`src/rtl/pps_pkg.sv`:
```
package pps_pkg;

  localparam int CTRL_W   = 6;
  localparam int STEP_W   = 5;
  localparam int PRE_LEN  = 19;

  typedef enum logic [1:0] {OP_WRITE, OP_RD_NIB, OP_RD_BYTE} op_e;
  typedef enum logic [1:0] {SMP_NONE, SMP_LO, SMP_HI, SMP_BUS} smp_e;

  typedef struct packed {
    logic       to_ctrl;
    logic [7:0] val;
    smp_e       smp;
  } step_t;

  // Address byte sent during the preamble.
  function automatic logic [7:0] addr_byte(logic [7:0] idx, logic space);
    return (idx << 2) + 8'd1 + {7'd0, space};
  endfunction

  // Strobe pattern A: six control values.
  function automatic logic [CTRL_W-1:0] pat_a(int i);
    case (i)
      1, 3:    return 6'h0D;
      5:       return 6'h04;
      default: return 6'h05;
    endcase
  endfunction

  // Strobe pattern B: four control values.
  function automatic logic [CTRL_W-1:0] pat_b(int i);
    case (i)
      1:       return 6'h07;
      3:       return 6'h04;
      default: return 6'h05;
    endcase
  endfunction

  function automatic logic [STEP_W-1:0] seq_len(op_e op);
    case (op)
      OP_WRITE:  return STEP_W'(PRE_LEN + 10);
      OP_RD_NIB: return STEP_W'(PRE_LEN + 8);
      default:   return STEP_W'(PRE_LEN + 4);
    endcase
  endfunction

  function automatic step_t mk_data(logic [7:0] v);
    step_t s;
    s.to_ctrl = 1'b0;
    s.val     = v;
    s.smp     = SMP_NONE;
    return s;
  endfunction

  function automatic step_t mk_ctrl(logic [CTRL_W-1:0] v, smp_e sm);
    step_t s;
    s.to_ctrl = 1'b1;
    s.val     = {2'b00, v};
    s.smp     = sm;
    return s;
  endfunction

  // Step k of the program selected by op.
  function automatic step_t step_of(op_e op, logic [STEP_W-1:0] k,
                                    logic [7:0] addr, logic [7:0] wd);
    int j;
    j = int'(k);
    if (j == 0)       return mk_data(8'h01);
    if (j <= 6)       return mk_ctrl(pat_a(j - 1), SMP_NONE);
    if (j == 7)       return mk_data(addr);
    if (j <= 11)      return mk_ctrl(pat_b(j - 8), SMP_NONE);
    if (j == 12)      return mk_data(8'h00);
    if (j <= 18)      return mk_ctrl(pat_a(j - 13), SMP_NONE);
    j = j - PRE_LEN;
    case (op)
      OP_WRITE: begin
        if (j == 0 || j == 5) return mk_data(wd);
        if (j < 5)            return mk_ctrl(pat_b(j - 1), SMP_NONE);
        return mk_ctrl(pat_b(j - 6), SMP_NONE);
      end
      OP_RD_NIB: begin
        if (j == 0)     return mk_ctrl(6'h06, SMP_LO);
        if (j == 2)     return mk_ctrl(6'h06, SMP_HI);
        if (j[0] == 0)  return mk_ctrl(6'h06, SMP_NONE);
        return mk_ctrl(6'h04, SMP_NONE);
      end
      default: begin
        if (j == 0)     return mk_ctrl(6'h26, SMP_BUS);
        if (j[0] == 0)  return mk_ctrl(6'h26, SMP_NONE);
        return mk_ctrl(6'h04, SMP_NONE);
      end
    endcase
  endfunction

endpackage

```
`src/rtl/pps_step_rom.sv`:
```
module pps_step_rom
  import pps_pkg::*;
(
  input  op_e               op,
  input  logic [STEP_W-1:0] k,
  input  logic [7:0]        addr,
  input  logic [7:0]        wd,
  output step_t             st
);
  always_comb st = step_of(op, k, addr, wd);
endmodule

```
`src/rtl/pps_hold_timer.sv`:
```
module pps_hold_timer #(
  parameter int DLY_W = 8
) (
  input  logic             clk,
  input  logic             rst_n,
  input  logic             start,
  input  logic             run,
  input  logic [DLY_W-1:0] limit,
  output logic             expire
);
  logic [DLY_W-1:0] cnt_q;

  assign expire = run && (cnt_q == limit);

  always_ff @(posedge clk or negedge rst_n) begin
    if (!rst_n)                cnt_q <= '0;
    else if (start || expire)  cnt_q <= '0;
    else if (run)              cnt_q <= cnt_q + 1'b1;
  end
endmodule

```
`src/rtl/pps_rd_capture.sv`:
```
module pps_rd_capture
  import pps_pkg::*;
(
  input  logic       clk,
  input  logic       rst_n,
  input  logic       clr,
  input  logic       take,
  input  smp_e       smp,
  input  logic [7:0] ps_in,
  input  logic [7:0] pd_in,
  output logic [7:0] result
);
  always_ff @(posedge clk or negedge rst_n) begin
    if (!rst_n)     result <= 8'h00;
    else if (clr)   result <= 8'h00;
    else if (take) begin
      case (smp)
        SMP_LO:  result[3:0] <= ps_in[7:4];
        SMP_HI:  result[7:4] <= ps_in[7:4];
        SMP_BUS: result      <= pd_in;
        default: ;
      endcase
    end
  end
endmodule

```
`src/rtl/pps_reg_seq.sv`:
```
module pps_reg_seq
  import pps_pkg::*;
#(
  parameter int IDX_W = 6,
  parameter int DLY_W = 8
) (
  input  logic              clk,
  input  logic              rst_n,
  input  logic              req_valid,
  input  logic              req_write,
  input  logic              req_space,
  input  logic [IDX_W-1:0]  req_idx,
  input  logic [7:0]        req_wdata,
  input  logic              rd_byte_mode,
  input  logic [DLY_W-1:0]  delay_cfg,
  output logic [7:0]        pd_out,
  output logic [CTRL_W-1:0] pc_out,
  input  logic [7:0]        ps_in,
  input  logic [7:0]        pd_in,
  output logic              busy,
  output logic              done,
  output logic [7:0]        rd_data
);
  localparam logic [CTRL_W-1:0] CTRL_REST = 6'h04;

  // Latched request
  op_e               op_q;
  logic [7:0]        addr_q;
  logic [7:0]        wd_q;
  logic [DLY_W-1:0]  dly_q;
  logic [STEP_W-1:0] step_q;

  // Named events
  logic  accept;
  logic  step_adv;
  logic  last_step;
  logic  expire;

  op_e               op_req;
  logic [7:0]        addr_req;
  op_e               nx_op;
  logic [STEP_W-1:0] nx_k;
  logic [7:0]        nx_addr;
  logic [7:0]        nx_wd;
  step_t             nx_st;
  step_t             cur_st;

  assign op_req    = req_write ? OP_WRITE : (rd_byte_mode ? OP_RD_BYTE : OP_RD_NIB);
  assign addr_req  = addr_byte(8'(req_idx), req_space);
  assign accept    = req_valid && !busy;
  assign step_adv  = busy && expire;
  assign last_step = (step_q == seq_len(op_q) - 1'b1);

  assign nx_op   = accept ? op_req    : op_q;
  assign nx_k    = accept ? '0        : step_q + 1'b1;
  assign nx_addr = accept ? addr_req  : addr_q;
  assign nx_wd   = accept ? req_wdata : wd_q;

  pps_step_rom u_next (
    .op(nx_op), .k(nx_k), .addr(nx_addr), .wd(nx_wd), .st(nx_st)
  );

  pps_step_rom u_cur (
    .op(op_q), .k(step_q), .addr(addr_q), .wd(wd_q), .st(cur_st)
  );

  pps_hold_timer #(.DLY_W(DLY_W)) u_timer (
    .clk(clk), .rst_n(rst_n), .start(accept), .run(busy),
    .limit(dly_q), .expire(expire)
  );

  pps_rd_capture u_cap (
    .clk(clk), .rst_n(rst_n), .clr(accept), .take(step_adv),
    .smp(cur_st.smp), .ps_in(ps_in), .pd_in(pd_in), .result(rd_data)
  );

  always_ff @(posedge clk or negedge rst_n) begin
    if (!rst_n) begin
      busy   <= 1'b0;
      done   <= 1'b0;
      step_q <= '0;
      op_q   <= OP_WRITE;
      addr_q <= 8'h00;
      wd_q   <= 8'h00;
      dly_q  <= '0;
      pd_out <= 8'h00;
      pc_out <= CTRL_REST;
    end else begin
      done <= 1'b0;
      if (accept) begin
        busy   <= 1'b1;
        step_q <= '0;
        op_q   <= op_req;
        addr_q <= addr_req;
        wd_q   <= req_wdata;
        dly_q  <= delay_cfg;
      end else if (step_adv) begin
        if (last_step) begin
          busy <= 1'b0;
          done <= 1'b1;
        end else begin
          step_q <= nx_k;
        end
      end
      if (accept || (step_adv && !last_step)) begin
        if (nx_st.to_ctrl) pc_out <= nx_st.val[CTRL_W-1:0];
        else               pd_out <= nx_st.val;
      end
    end
  end
endmodule

```
`config.mk`:
```
export PLATFORM = sky130hd
export DESIGN_NAME = pps_reg_seq
export DESIGN_NICKNAME = d
export VERILOG_FILES = /design/src/rtl/pps_pkg.sv /design/src/rtl/pps_step_rom.sv /design/src/rtl/pps_hold_timer.sv /design/src/rtl/pps_rd_capture.sv /design/src/rtl/pps_reg_seq.sv
export SDC_FILE = /design/constraint.sdc
export NUM_CORES = 1
export LEC_CHECK = 0
export BUFFER_PORTS_ARGS = -buffer_cell sky130_fd_sc_hd__buf_2
export CELL_PAD_IN_SITES_DETAIL_PLACEMENT = 0
export CELL_PAD_IN_SITES_GLOBAL_PLACEMENT = 2
export CORE_MARGIN = 10
export CORE_UTILIZATION = 38
export CTS_CLUSTER_SIZE = 16
export DETAILED_ROUTE_END_ITERATION = 12
export PLACE_DENSITY_LB_ADDON = 0.1
export SYNTH_ARGS = -nofsm -noshare
export SYNTH_HDL_FRONTEND = slang
export SYNTH_SLANG_ARGS = --single-unit
```
`constraint.sdc`:
```
create_clock -name clk -period 10.5 [get_ports clk]
set_input_delay 0.525 -clock clk [delete_from_list [all_inputs] [get_ports clk]]
set_output_delay 0.525 -clock clk [all_outputs]
set_load 0.01 [all_outputs]
```
Yosys cells after proc, flatten, opt, wreduce, memory -nomap -nowiden
Index checks and enable logic that the tools add are counted.
{ "classes": {"n_addsub": 12, "order_cmp": 8, "n_eq_ne": 28, "muxes": 259, "n_bitwise": 1, "n_reduce_logical": 31} }
{ "ops": {"columns": ["cell", "count"], "rows": [
  ["11-bit two-way mux", 35],
  ["1-bit two-way mux", 166],
  ["32-bit by 1-bit == test with 1-bit output, second input constant", 5],
  ["32-bit by 2-bit == test with 1-bit output, second input constant", 5],
  ["32-bit by 3-bit == test with 1-bit output, second input constant", 4],
  ["2-bit two-way mux", 38],
  ["32-bit by 4-bit == test with 1-bit output, second input constant", 2],
  ["32-bit zero test", 2],
  ["32-bit by 4-bit less-than comparator with 1-bit output, second input constant", 2],
  ["8-bit two-way mux", 6],
  ["4-bit case mux with 2 select lines", 5],
  ["32-bit by 2-bit subtractor with 32-bit output, second input constant", 1],
  ["32-bit by 4-bit subtractor with 32-bit output, second input constant", 1],
  ["11-bit case mux with 2 select lines", 1],
  ["5-bit two-way mux", 4],
  ["8-bit by 1-bit adder with 8-bit output, second input constant", 2],
  ["2-bit case mux with 2 select lines", 4],
  ["2-bit AND reduction", 6],
  ["5-bit by 4-bit subtractor with 6-bit output, second input constant", 2],
  ["5-bit by 5-bit subtractor with 6-bit output, second input constant", 2],
  ["5-bit by 4-bit == test with 1-bit output, second input constant", 2],
  ["5-bit == test, second input constant", 2],
  ["5-bit by 3-bit <= comparator with 1-bit output, second input constant", 2],
  ["5-bit by 4-bit <= comparator with 1-bit output, second input constant", 2],
  ["19 further kinds", 38]
]} }
{ "totals": {"register_bits": 63, "word_cells": 351} }

Depth between registers and ports, before layout
{ "logic_depth": {"depth_word": 55, "depth_mapped": 25, "mapped_depth_nobuf": 21} }

By module
A second synthesis with hierarchy kept.
{ "hier_totals": {"hier_cells": 613, "hier_area_um2": 5205.0} }
{ "modules_own_cells": {"columns": ["mod", "n_inst", "cells_per_inst", "area_each_um2", "seq_area_each_um2"], "rows": [
  ["pps_reg_seq", 1, 202, 2023.2, 1177.4],
  ["pps_step_rom (u_next)", 1, 166, 1141.1, 0.0],
  ["pps_step_rom (u_cur)", 1, 167, 1139.8, 0.0],
  ["pps_hold_timer", 1, 48, 495.5, 200.2],
  ["pps_rd_capture", 1, 30, 405.4, 200.2]
]} }

Worst setup path after synthesis
Ideal clock, no wire load.
{ "synth_timing": {"kind": "reg2reg", "startpoint": "register busy", "endpoint": "register pc_out[1]", "setup_time_ns": 0.066, "t_arrival_ns": 5.017, "t_required_ns": 10.434, "setup_slack_ns": 5.417, "path_stages_with_launch": 25, "synth_period_minus_slack_ns": 5.083, "path_cell_list": "dfrtp_1 -> nand2b_1 -> buf_4 -> buf_2 -> buf_1 -> buf_1 -> nand2_1 -> inv_1 -> ha_1 -> clkbuf_1 -> o21ai_2 -> and2_1 -> inv_1 -> ha_1 -> a21boi_0 -> nand2_1 -> ha_1 -> nor4_1 -> nand2_1 -> nor4_1 -> o211ai_1 -> a2111oi_0 -> a211oi_1 -> o31ai_1 -> mux2_1"} }
{ "synth_between": {"elab_chain_cells": 32, "elab_cells_between_ends": 152} }
{ "synth_lines": {"columns": ["item", "line_no", "rtl"], "rows": [
  ["from (decl)", "pps_reg_seq.sv:20", "output logic busy,"],
  ["from (signal assigned)", "pps_reg_seq.sv:79", "busy <= 1'b0;"],
  ["from (signal assigned)", "pps_reg_seq.sv:91", "busy <= 1'b1;"],
  ["from (signal assigned)", "pps_reg_seq.sv:99", "busy <= 1'b0;"],
  ["branches (longest 32 deep; another with 5-bit by 4-bit subtractor with 6-bit output)", null, null],
  ["to (signal assigned)", "pps_reg_seq.sv:106", "if (nx_st.to_ctrl) pc_out <= nx_st.val[CTRL_W-1:0];"],
  ["to (decl)", "pps_reg_seq.sv:17", "output logic [CTRL_W-1:0] pc_out,"]
]} }
Parallel ways; which one is timed is not known. The select of a mux whose other input is x is not followed.
A chain may end at the register's enable or synchronous reset.

Worst setup path in the final report
{ "layout_timing": {"startpoint": "register step_q[0]", "endpoint": "register pc_out[1]"} }
{ "layout_between": {"elab_chain_cells": 31, "elab_cells_between_ends": 146} }
{ "layout_lines": {"columns": ["item", "line_no", "rtl"], "rows": [
  ["from (decl)", "pps_reg_seq.sv:31", "logic [STEP_W-1:0] step_q;"],
  ["from (signal assigned)", "pps_reg_seq.sv:102", "step_q <= nx_k;"],
  ["branches (longest 31 deep; another with 5-bit by 4-bit subtractor with 6-bit output)", null, null]
]} }
Parallel ways; which one is timed is not known. The select of a mux whose other input is x is not followed.

==> impl_metrics.py <==
metrics = {
    "layout": {
        "fillers": 1174,
        "syn_to_final_growth_pct": 16.1,
        "final_nets": 647,
        "antennaDiodeCount": 0,
        "final_area_sq_mm": 0.00529,
        "drive_above_1_share_pct": 20.5,
        "final_cells": 720,
    },
    "outcome": {
        "status": "finished clean",
    },
    "setup_path": {
        "path_class": "reg2reg",
        "cpMaxStageDelayCell": "dfrtp_1",
        "slowest_delay_ps": 610,
        "startpoint": "step_q[0]$_DFFE_PN0P_",
        "r2r_end": "pc_out[1]$_DFFE_PN0P_",
        "worstPathArrival_ps": 6430,
        "end_kind": "flip-flop",
        "rr_worst_depth": 20,
        "cp_cell_sequence": "inv_1 > ha_1 > nand2_1 > inv_1 > ha_1 > inv_1 > o21ai_1 > nand3_1 > a21oi_2 > or2_1 > nand3_1 > ha_1 > nor4_1 > nand2_1 > nor4_1 > o211ai_1 > a2111oi_0 > a211oi_1 > o31ai_1 > mux2_1",
        "cp-endpoint": "pc_out[1]$_DFFE_PN0P_",
        "start_kind": "flip-flop",
        "r2r_slack_ps": 4340,
        "reg2reg_from": "step_q[0]$_DFFE_PN0P_",
        "cp.required_ps": 10770,
        "crit_path_max_fanout": 17,
    },
    "timing": {
        "layout_setup_ws_ps": 4340,
        "slew_headroom_pct": 34.4,
        "period_share_pct": 58.6,
        "final_hold_viol_count": 0,
        "worst-slew-pin-transition_ps": 985,
        "fmax_mhz": 162,
        "period_minus_slack_ps": 6160,
        "clock_skew_ps": 8.95,
        "tns_ps": 0,
        "rsz0062_at_grt": "false",
        "setup_violations": 0,
        "slew_viol_final": 0,
    },
    "global_routing": {
        "antenna_found_initial": 0,
        "grt_pass1_vias": 3730,
        "track_usage_pct": 15.7,
        "grt_pass1_wl_um": 20900,
        "gr-total-overflow": 0,
        "grt_max_degree": 64,
    },
    "detailed_routing": {
        "first_pass_iters": 4,
        "vias": 3862,
        "initialDrtViolationCount": 346,
        "drc": 0,
        "drtAntennaViolNets": 0,
        "wl_per_cell_um": 17.7,
        "wirelength_um": 12800,
        "avgViaCountPerCell": 5.36,
    },
    "yosys": {
        "synthCells": 519,
        "yosysSeqAreaShare_pct": 34.7,
        "yosysTopAreaCell": "dfrtp_1",
        "synth-edff-count": 0,
        "synth_common_cells": "115 x nand2_1, 62 x dfrtp_1, 34 x o21ai_0",
        "synth-seq-cells": 63,
        "synth_top_cell_area_share_pct": 34.1,
        "yosysWarnings": 0,
        "synthArstFlopShare_pct": 100,
        "syn_avg_cell_area_sq_um": 8.77,
        "yosysUniqueCellTypes": 81,
        "synth_most_common_cell": "nand2_1",
        "synth_fp_nets": 594,
        "syn_area_sq_mm": 0.00455,
        "synthTopCellsByArea": "dfrtp_1 34%, nand2_1 9.5%, ha_1 8.5%",
        "synth_top_flop_cell": "dfrtp_1",
    },
    "cts": {
        "cts-htree-levels": 3,
        "cts_tree": "built",
        "clk_pin_slew_ps": 60,
        "cts_resized": 0,
        "clk-insertion-delay-late_ps": 340,
        "cts_made_buffers": 9,
        "clk_path_buf_depth": 2,
        "cts_root_buf": "clkbuf_16",
        "postCtsSetupRepairBufs": 0,
        "cts_sinks": 63,
        "holdBufCountCts": 0,
    },
    "placement": {
        "gp_congestion": 0.936,
        "dp_hpwl_um": 9410,
        "place_ws_ps": 4430,
        "portBuffers": 63,
        "placed_area_sq_mm": 0.00495,
        "dpl.cell_count": 704,
    },
    "die": {
        "core_area_sq_mm": 0.0116,
        "dieArea_sq_mm": 0.0168,
        "die-height_um": 129,
        "dieWidth_um": 129,
        "io_pins": 68,
        "rows": 39,
        "initial_utilization_pct": 39.4,
    },
    "power_and_ir_drop": {
        "p_per_area_mw_per_mm2": 232,
        "p_leak_nw": 2.40,
        "peakVddDrop_v": 0.000154,
        "power_w": 0.00123,
    },
    "worst_hold_path": {
        "hold_path.class": "in2async",
    },
    "flow_run": {
        "drv_cap": 0,
    },
}
-- power breakdown --
| group | switching (W) | internal [W] | total, W |
|---|---|---|---|
| combinational | 0.000337 | 0.000213 | 0.000551 |
| sequential | 0.0000529 | 0.000287 | 0.000339 |
| clock | 0.000120 | 0.000216 | 0.000335 |
| total | 0.000510 | 0.000716 | 0.00123 |
-- metrics by stage --
stage | hold slack (ps) | utilization [%]
CTS | 366 | 45.7
detailed placement | 459 | 42.8
finish | 370 | 45.7
global placement | 450 | 42.8
floorplan | 229 | -
global route | 373 | 45.7
-- cells in the final DEF (no fill, tap or decap), types with 3 or more instances in the layout --
cell and instances:
a21oi_1 15, a22o_1 3, a31oi_1 8, a41oi_1 3
and3_1 4, buf_2 63, buf_4 3, clkbuf_16 9
dfrtp_1 62, ha_1 31, inv_1 12, mux2i_1 11
nand2_1 115, nand2b_1 11, nand3_1 28, nand4_1 8
nand4b_1 3, nor2_1 25, nor2b_1 6, nor3_1 11
nor4_1 6, o21ai_0 34, o21ai_1 4, o31ai_1 7
xnor2_1 15
-- critical path, delay by kind of cell (launching register included) --
family                   cells  cell delay, ps
AND/OR/NAND/NOR              7            1780
flip-flops                   1             610
adder cells (fa/ha/maj)      3            1190
AO/OA/AOI/OAI                6            1630
multiplexers                 1             190
buffers and inverters        3             670
-- area by class of cell --
class / instances / area [sq um] / area share [%]
repair buffers: 66 / 338 / 6.39
flip-flops and latches: 63 / 1580 / 29.9
multi-input cells: 418 / 2800 / 53.0
clock inverters: 6 / 92.6 / 1.75
clock buffers: 10 / 239 / 4.52
inverters: 14 / 57.6 / 1.09
well taps: 143 / 179 / 3.39
-- metal layers --
layer	track usage [%]	vias up	routed length, um
met5	0	-	0
met4	4.03	0	157
met3	3.43	11	551
met2	24.4	73	5970
met1	21.7	1825	6080
li1	-	1953	-
-- state kept, by name, indices dropped and copies added, names as in the netlist, 2 cells and up --
signal         flops
dly_q              8
pc_out             6
u_timer.cnt_q      8
wd_q               8
step_q             5
addr_q             8
pd_out             8
op_q               2
u_cap.result       8
-- cells by family after synthesis --
| logic type | Yosys count | share of synthesized area, % |
|---|---|---|
| buffers and inverters | 38 | 4.04 |
| muxes | 15 | 3.41 |
| and+or+nand+nor | 246 | 27.3 |
| xor gates and xnor gates | 21 | 5.66 |
| AOI/OAI and AO/OA | 105 | 16.5 |
| adders and majority gates | 31 | 8.52 |
| DFF | 63 | 34.7 |
-- worst min-delay path by stage --
stage / start / to / cells past startpoint
floorplan: rst_n / addr_q[0]$_DFF_PN0_ / 0
global placement: addr_q[5]$_DFF_PN0_ / addr_q[5]$_DFF_PN0_ / 2
detailed placement: addr_q[5]$_DFF_PN0_ / addr_q[5]$_DFF_PN0_ / 2
CTS: delay_cfg[5] / dly_q[5]$_DFFE_PN0P_ / 3
global route: delay_cfg[5] / dly_q[5]$_DFFE_PN0P_ / 3
finish: rst_n / dly_q[7]$_DFFE_PN0P_ / 2
(Power assumes the default switching activity.)
